==> src/rtl/pseq_pkg.sv <==
package pseq_pkg;

    typedef enum logic [1:0] {
        ST_IDLE       = 2'd0,
        ST_POWER_UP   = 2'd1,
        ST_RUN        = 2'd2,
        ST_POWER_DOWN = 2'd3
    } pseq_state_e;

endpackage

==> src/rtl/pseq_wake_latch.sv <==
module pseq_wake_latch (
    input  logic clk_i,
    input  logic rst_ni,
    input  logic wake_i,
    input  logic idle_i,
    input  logic start_i,
    output logic pend_o
);

    logic pend_q;

    always_ff @(posedge clk_i or negedge rst_ni) begin
        if (!rst_ni) begin
            pend_q <= 1'b0;
        end else if (start_i) begin
            pend_q <= 1'b0;
        end else if (wake_i && !idle_i) begin
            pend_q <= 1'b1;
        end
    end

    assign pend_o = pend_q;

    AST_WAKE_HELD: assert property (@(posedge clk_i) disable iff (!rst_ni)
        (wake_i && !idle_i) |=> pend_o);
    AST_PEND_CLEARED: assert property (@(posedge clk_i) disable iff (!rst_ni)
        start_i |=> !pend_o);

endmodule

==> src/rtl/pseq_timeout.sv <==
module pseq_timeout #(
    parameter int unsigned TIMEOUT_CYCLES = 1000
) (
    input  logic clk_i,
    input  logic rst_ni,
    input  logic en_i,
    output logic expire_o
);

    localparam int unsigned CNT_W = (TIMEOUT_CYCLES > 1) ? $clog2(TIMEOUT_CYCLES) : 1;
    localparam logic [CNT_W-1:0] LAST = CNT_W'(TIMEOUT_CYCLES - 1);

    logic [CNT_W-1:0] cnt_q;

    always_ff @(posedge clk_i or negedge rst_ni) begin
        if (!rst_ni) begin
            cnt_q <= '0;
        end else if (!en_i) begin
            cnt_q <= '0;
        end else if (cnt_q != LAST) begin
            cnt_q <= cnt_q + 1'b1;
        end
    end

    assign expire_o = en_i && (cnt_q == LAST);

    AST_CNT_BOUND: assert property (@(posedge clk_i) disable iff (!rst_ni)
        cnt_q <= LAST);
    AST_CNT_FRESH: assert property (@(posedge clk_i) disable iff (!rst_ni)
        !en_i |=> (cnt_q == '0));

endmodule

==> src/rtl/pseq_fsm.sv <==
module pseq_fsm
    import pseq_pkg::*;
(
    input  logic        clk_i,
    input  logic        rst_ni,
    input  logic        wake_i,
    input  logic        pend_i,
    input  logic        ack_i,
    input  logic        eoc_i,
    input  logic        expire_i,
    output pseq_state_e state_o,
    output logic        start_o,
    output logic        pg_req_o,
    output logic        fetch_en_o,
    output logic        busy_o,
    output logic        err_o
);

    pseq_state_e state_q, state_d;
    logic        err_q;

    always_comb begin
        state_d = state_q;
        unique case (state_q)
            ST_IDLE:       if (wake_i || pend_i) state_d = ST_POWER_UP;
            ST_POWER_UP:   if (ack_i)            state_d = ST_RUN;
                           else if (expire_i)    state_d = ST_POWER_DOWN;
            ST_RUN:        if (eoc_i)            state_d = ST_POWER_DOWN;
            ST_POWER_DOWN: if (!ack_i)           state_d = ST_IDLE;
        endcase
    end

    always_ff @(posedge clk_i or negedge rst_ni) begin
        if (!rst_ni) begin
            state_q <= ST_IDLE;
            err_q   <= 1'b0;
        end else begin
            state_q <= state_d;
            if (state_q == ST_IDLE && state_d == ST_POWER_UP) begin
                err_q <= 1'b0;
            end else if (state_q == ST_POWER_UP && !ack_i && expire_i) begin
                err_q <= 1'b1;
            end
        end
    end

    always_comb begin
        pg_req_o   = 1'b0;
        fetch_en_o = 1'b0;
        busy_o     = 1'b1;
        unique case (state_q)
            ST_IDLE:       busy_o = 1'b0;
            ST_POWER_UP:   pg_req_o = 1'b1;
            ST_RUN: begin
                pg_req_o   = 1'b1;
                fetch_en_o = 1'b1;
            end
            ST_POWER_DOWN: ;
        endcase
    end

    assign start_o = (state_q == ST_IDLE) && (wake_i || pend_i);
    assign err_o   = err_q;
    assign state_o = state_q;

    AST_WAKE_STARTS: assert property (@(posedge clk_i) disable iff (!rst_ni)
        (!busy_o && wake_i) |=> (pg_req_o && busy_o));
    AST_FETCH_AFTER_ACK: assert property (@(posedge clk_i) disable iff (!rst_ni)
        $rose(fetch_en_o) |-> $past(ack_i));
    AST_EOC_RELEASES: assert property (@(posedge clk_i) disable iff (!rst_ni)
        (fetch_en_o && eoc_i) |=> (!fetch_en_o && !pg_req_o));
    AST_IDLE_ACK_LOW: assert property (@(posedge clk_i) disable iff (!rst_ni)
        $fell(busy_o) |-> !$past(ack_i));
    AST_ERR_NO_FETCH: assert property (@(posedge clk_i) disable iff (!rst_ni)
        $rose(err_o) |-> (!pg_req_o && !fetch_en_o));
    AST_IDLE_QUIET: assert property (@(posedge clk_i) disable iff (!rst_ni)
        (!busy_o && !wake_i && !pend_i) |=> !busy_o);

endmodule

==> src/rtl/pwr_sequencer.sv <==
module pwr_sequencer
    import pseq_pkg::*;
#(
    parameter int unsigned TIMEOUT_CYCLES = 1000
) (
    input  logic clk_i,
    input  logic rst_ni,
    input  logic wake_i,
    input  logic pg_ack_i,
    input  logic eoc_i,
    output logic pg_req_o,
    output logic fetch_en_o,
    output logic busy_o,
    output logic pwr_err_o
);

    pseq_state_e state;
    logic        pend;
    logic        start;
    logic        expire;
    logic        in_power_up;
    logic        busy;

    assign in_power_up = (state == ST_POWER_UP);
    assign busy_o      = busy;

    pseq_wake_latch i_wake_latch (
        .clk_i   (clk_i),
        .rst_ni  (rst_ni),
        .wake_i  (wake_i),
        .idle_i  (!busy),
        .start_i (start),
        .pend_o  (pend)
    );

    pseq_timeout #(
        .TIMEOUT_CYCLES (TIMEOUT_CYCLES)
    ) i_timeout (
        .clk_i    (clk_i),
        .rst_ni   (rst_ni),
        .en_i     (in_power_up),
        .expire_o (expire)
    );

    pseq_fsm i_fsm (
        .clk_i      (clk_i),
        .rst_ni     (rst_ni),
        .wake_i     (wake_i),
        .pend_i     (pend),
        .ack_i      (pg_ack_i),
        .eoc_i      (eoc_i),
        .expire_i   (expire),
        .state_o    (state),
        .start_o    (start),
        .pg_req_o   (pg_req_o),
        .fetch_en_o (fetch_en_o),
        .busy_o     (busy),
        .err_o      (pwr_err_o)
    );

    AST_FETCH_NEEDS_REQ: assert property (@(posedge clk_i) disable iff (!rst_ni)
        fetch_en_o |-> pg_req_o);
    AST_ERR_HOLDS_IDLE: assert property (@(posedge clk_i) disable iff (!rst_ni)
        (pwr_err_o && !busy && !wake_i && !pend) |=> pwr_err_o);

endmodule

==> config.mk <==
export PLATFORM = sky130hd
export DESIGN_NAME = pwr_sequencer
export DESIGN_NICKNAME = d
export VERILOG_FILES = /design/src/rtl/pseq_pkg.sv /design/src/rtl/pseq_wake_latch.sv /design/src/rtl/pseq_timeout.sv /design/src/rtl/pseq_fsm.sv /design/src/rtl/pwr_sequencer.sv
export SDC_FILE = /design/constraint.sdc
export NUM_CORES = 1
export LEC_CHECK = 0
export BUFFER_PORTS_ARGS = -buffer_cell sky130_fd_sc_hd__buf_2
export CORE_MARGIN = 3
export CORE_UTILIZATION = 50
export CTS_CLUSTER_SIZE = 25
export DETAILED_ROUTE_END_ITERATION = 10
export PLACE_DENSITY = 0.74
export SETUP_SLACK_MARGIN = 0.15
export SYNTH_ARGS = -nofsm -noshare
export SYNTH_HDL_FRONTEND = slang
export SYNTH_SLANG_ARGS = --single-unit
==> constraint.sdc <==
create_clock -name clk_i -period 2.2 [get_ports clk_i]
set_clock_uncertainty 0.1 [all_clocks]
set_input_delay 0.22 -clock clk_i [delete_from_list [all_inputs] [get_ports clk_i]]
set_output_delay 0.22 -clock clk_i [all_outputs]
set_load 0.05 [all_outputs]
==> impl_results.md <==
* Outcome: complete, no violations
* Worst Hold Depth at 3
* Gp weighted congestion at between 0.7 and 0.8
* Final min period at 1803 ps
* Finished Layout Cells at 110
* I/O Buffers at 8
* Peak supply drop at 1132 uV
* Startpoint types: flop
* Clock transition at path regs at 80 ps
* Met3 Track Usage GR at roughly 3.5%
* Number of synthesized flops with an enable pin at 0
* Core box area at 0.001415 mm2
* Count of mapped cells out of synthesis at 83
* Diodes inserted at 0
* Static leakage at ~0.00043 uW
* Setup violators final at 0
* Area contributors post-synth: dfrtp_1, ha_1, and2_1
* CP arrival at between 1500 and 2000 ps
* WL final at 1434 um
* Num rows at 13
* Pwr dens at 1081 mW/mm2
* Initial antenna violation count at 0
* RSZ-0062 raised after global routing: no
* Vias at 619
* Most common cell in the netlist: dfrtp_1
* M1 GR Usage at 26.38%
* Setup TNS at 0 ps
* Synth-to-layout area growth at 12.40%
* Vias per cell at 5.627
* Met2 Track Usage GR at about 25%
* Post-DP HPWL at ~1100 um
* YS warnings at 0
* Busiest layer in global routing: met1
* Die Wd at 46.43 um
* Pins Over Slew Limit at 0
* Commonest cells post-synth: dfrtp_1, and2_1, nand2_1, ha_1, inv_1
* Drt initial violations at 4
* Primary FF master, synth: dfrtp_1
* WP data required at 2260 ps
* Sequential-to-total area share from yosys stat at 42.88%
* Chip Height at 46.43 um
* Post-CTS Hold Buffers at 1
* Clock Latency Late Sink at 280 ps
* CTS resizes at 0
* Syn_area_per_cell at about 9.8 um2
* TritonCTS buffer count at 3
* I/O pin count at 9
* Fin Hold WS at 89.84 ps
* Final worst-path cycle share at between 80% and 90%
* Clock Sinks at 14
* Largest net degree at the start of global routing at 16
* Synth cell types at 29
* FMAX at approximately 0.55 GHz
* First-pass GRT wire length at 2691 um
* Drt wl/cell at 13.04 um
* Max Cap Violations at 0
* Vias in the first global route at 605
* CP max FO at 15
* Cell Count Post-Placement at 105
* Die ar. at 0.002155 mm2
* Worst Path Class, Setup: reg -> reg
* DRC errors left at 0
* Antenna Violating Nets Remaining at 0
* Syn Nets at 94
* Grt ovf at 0
* Worst Tran Pin Value at about 430 ps
* Pre-CTS setup slack at 393.2 ps
* Final nets at 107
* Synth Cell Area at 817.0 um2
* Worst-case reg-to-reg path depth at 6
* Dominant cell type by area after synthesis: dfrtp_1
* CTS tree: done
* Asr flop ratio synth at 100.0%
* Share of cells above drive strength 1 at approximately 17%
* Final Hold Vio Count at 0
* Number of H-tree levels at 1
* Total track usage at ~18%
* Yosys reg bits at 14
* 1st-pass router iterations at 5
* Share of the synthesized area in the top cell type at 42.88%
* Hold WC Path Type: in -> reg
* Crit. End Element: flop
* Root Buffer: clkbuf_4
* Slew headroom at just over 70%
* Initial core utilization at just under 60%
* Setup WS post-layout at 397.0 ps
* Worst-case clock buffer depth at 2
* Post-CTS Setup Inserts at 0
==> through the flow <==
stage	total power (uW)	cell area (um2)	util (%)
final	993.0	918.4	64.90
after detailed placement	819.0	872.1	61.63
after global placement	805.3	872.1	61.63
after global routing	1074	918.4	64.90
after CTS	1004	918.4	64.90
after floorplan	724.9	817.0	-
==> layout make-up <==
cell class,count,area [um2]
sequential,14,350.3
tap,15,18.77
timing repair buffer,9,50.05
clock buffer,4,36.28
inverter,6,22.52
multi-input combinational,62,440.4
fill,114,496.7
==> report_power, final <==
group	switching [uW]	internal, uW
sequential	44.1	298
combinational	317	152
clock	80.8	101
==> logic make-up after synthesis <==
logic type	share of synthesized area, %
adder cells (fa/ha/maj)	9.188
flip-flops	42.88
buffers and inverters	3.215
XOR/XNOR	6.433
AND/OR/NAND/NOR	25.88
multiplexers	1.225
AO/OA/AOI/OAI	11.18
==> cells in the final DEF, fill, tap and decap left out, drive strengths merged, types with 3 or more instances in the layout <==
cell    Yosys  layout
xnor2       3       3
nand2       7       7
o21ai       4       4
xor2        3       3
ha          6       6
nand3       5       5
and2        7       7
dfrtp      14      14
clkbuf      1       4
buf         0       8
nor3        3       3
inv         6       6
nand4       3       3
==> routing by layer <==
layer	routed length, um	share of wire [%]
met2	586	41
met4	11	0.77
met5	0	0
met1	783	55
met3	51	3.6
==> worst max-delay path, stage by stage, from the launching register on <==
cell       delay [ps]
dfrtp_1           430
inv_1             100
ha_1              340
a211oi_1          250
o21ai_0           110
o2bb2ai_1         230
a31oi_1           110
==> path summary, 6_finish.rpt <==
kind / startpoint / end / slack, ps
max in group asynchronous: rst_ni / i_timeout.cnt_q[9]$_DFFE_PN0N_ / 1510
setup / recovery: i_fsm.state_o[1]$_DFF_PN0_ / i_fsm.err_o$_DFFE_PN0P_ / 400
hold reg to reg: i_wake_latch.pend_o$_DFFE_PN0P_ / i_wake_latch.pend_o$_DFFE_PN0P_ / 420
hold / removal: wake_i / i_wake_latch.pend_o$_DFFE_PN0P_ / 90
setup reg to reg: i_fsm.state_o[1]$_DFF_PN0_ / i_fsm.err_o$_DFFE_PN0P_ / 400
min in group asynchronous: rst_ni / i_fsm.state_o[0]$_DFF_PN0_ / 260
==> state kept, by name (all words and copies together) (netlist names) <==
name / cells
i_fsm.err_o: 1
i_timeout.cnt_q: 10
i_fsm.state_o: 2
i_wake_latch.pend_o: 1
No activity file was read; power rests on OpenSTA's default activity.
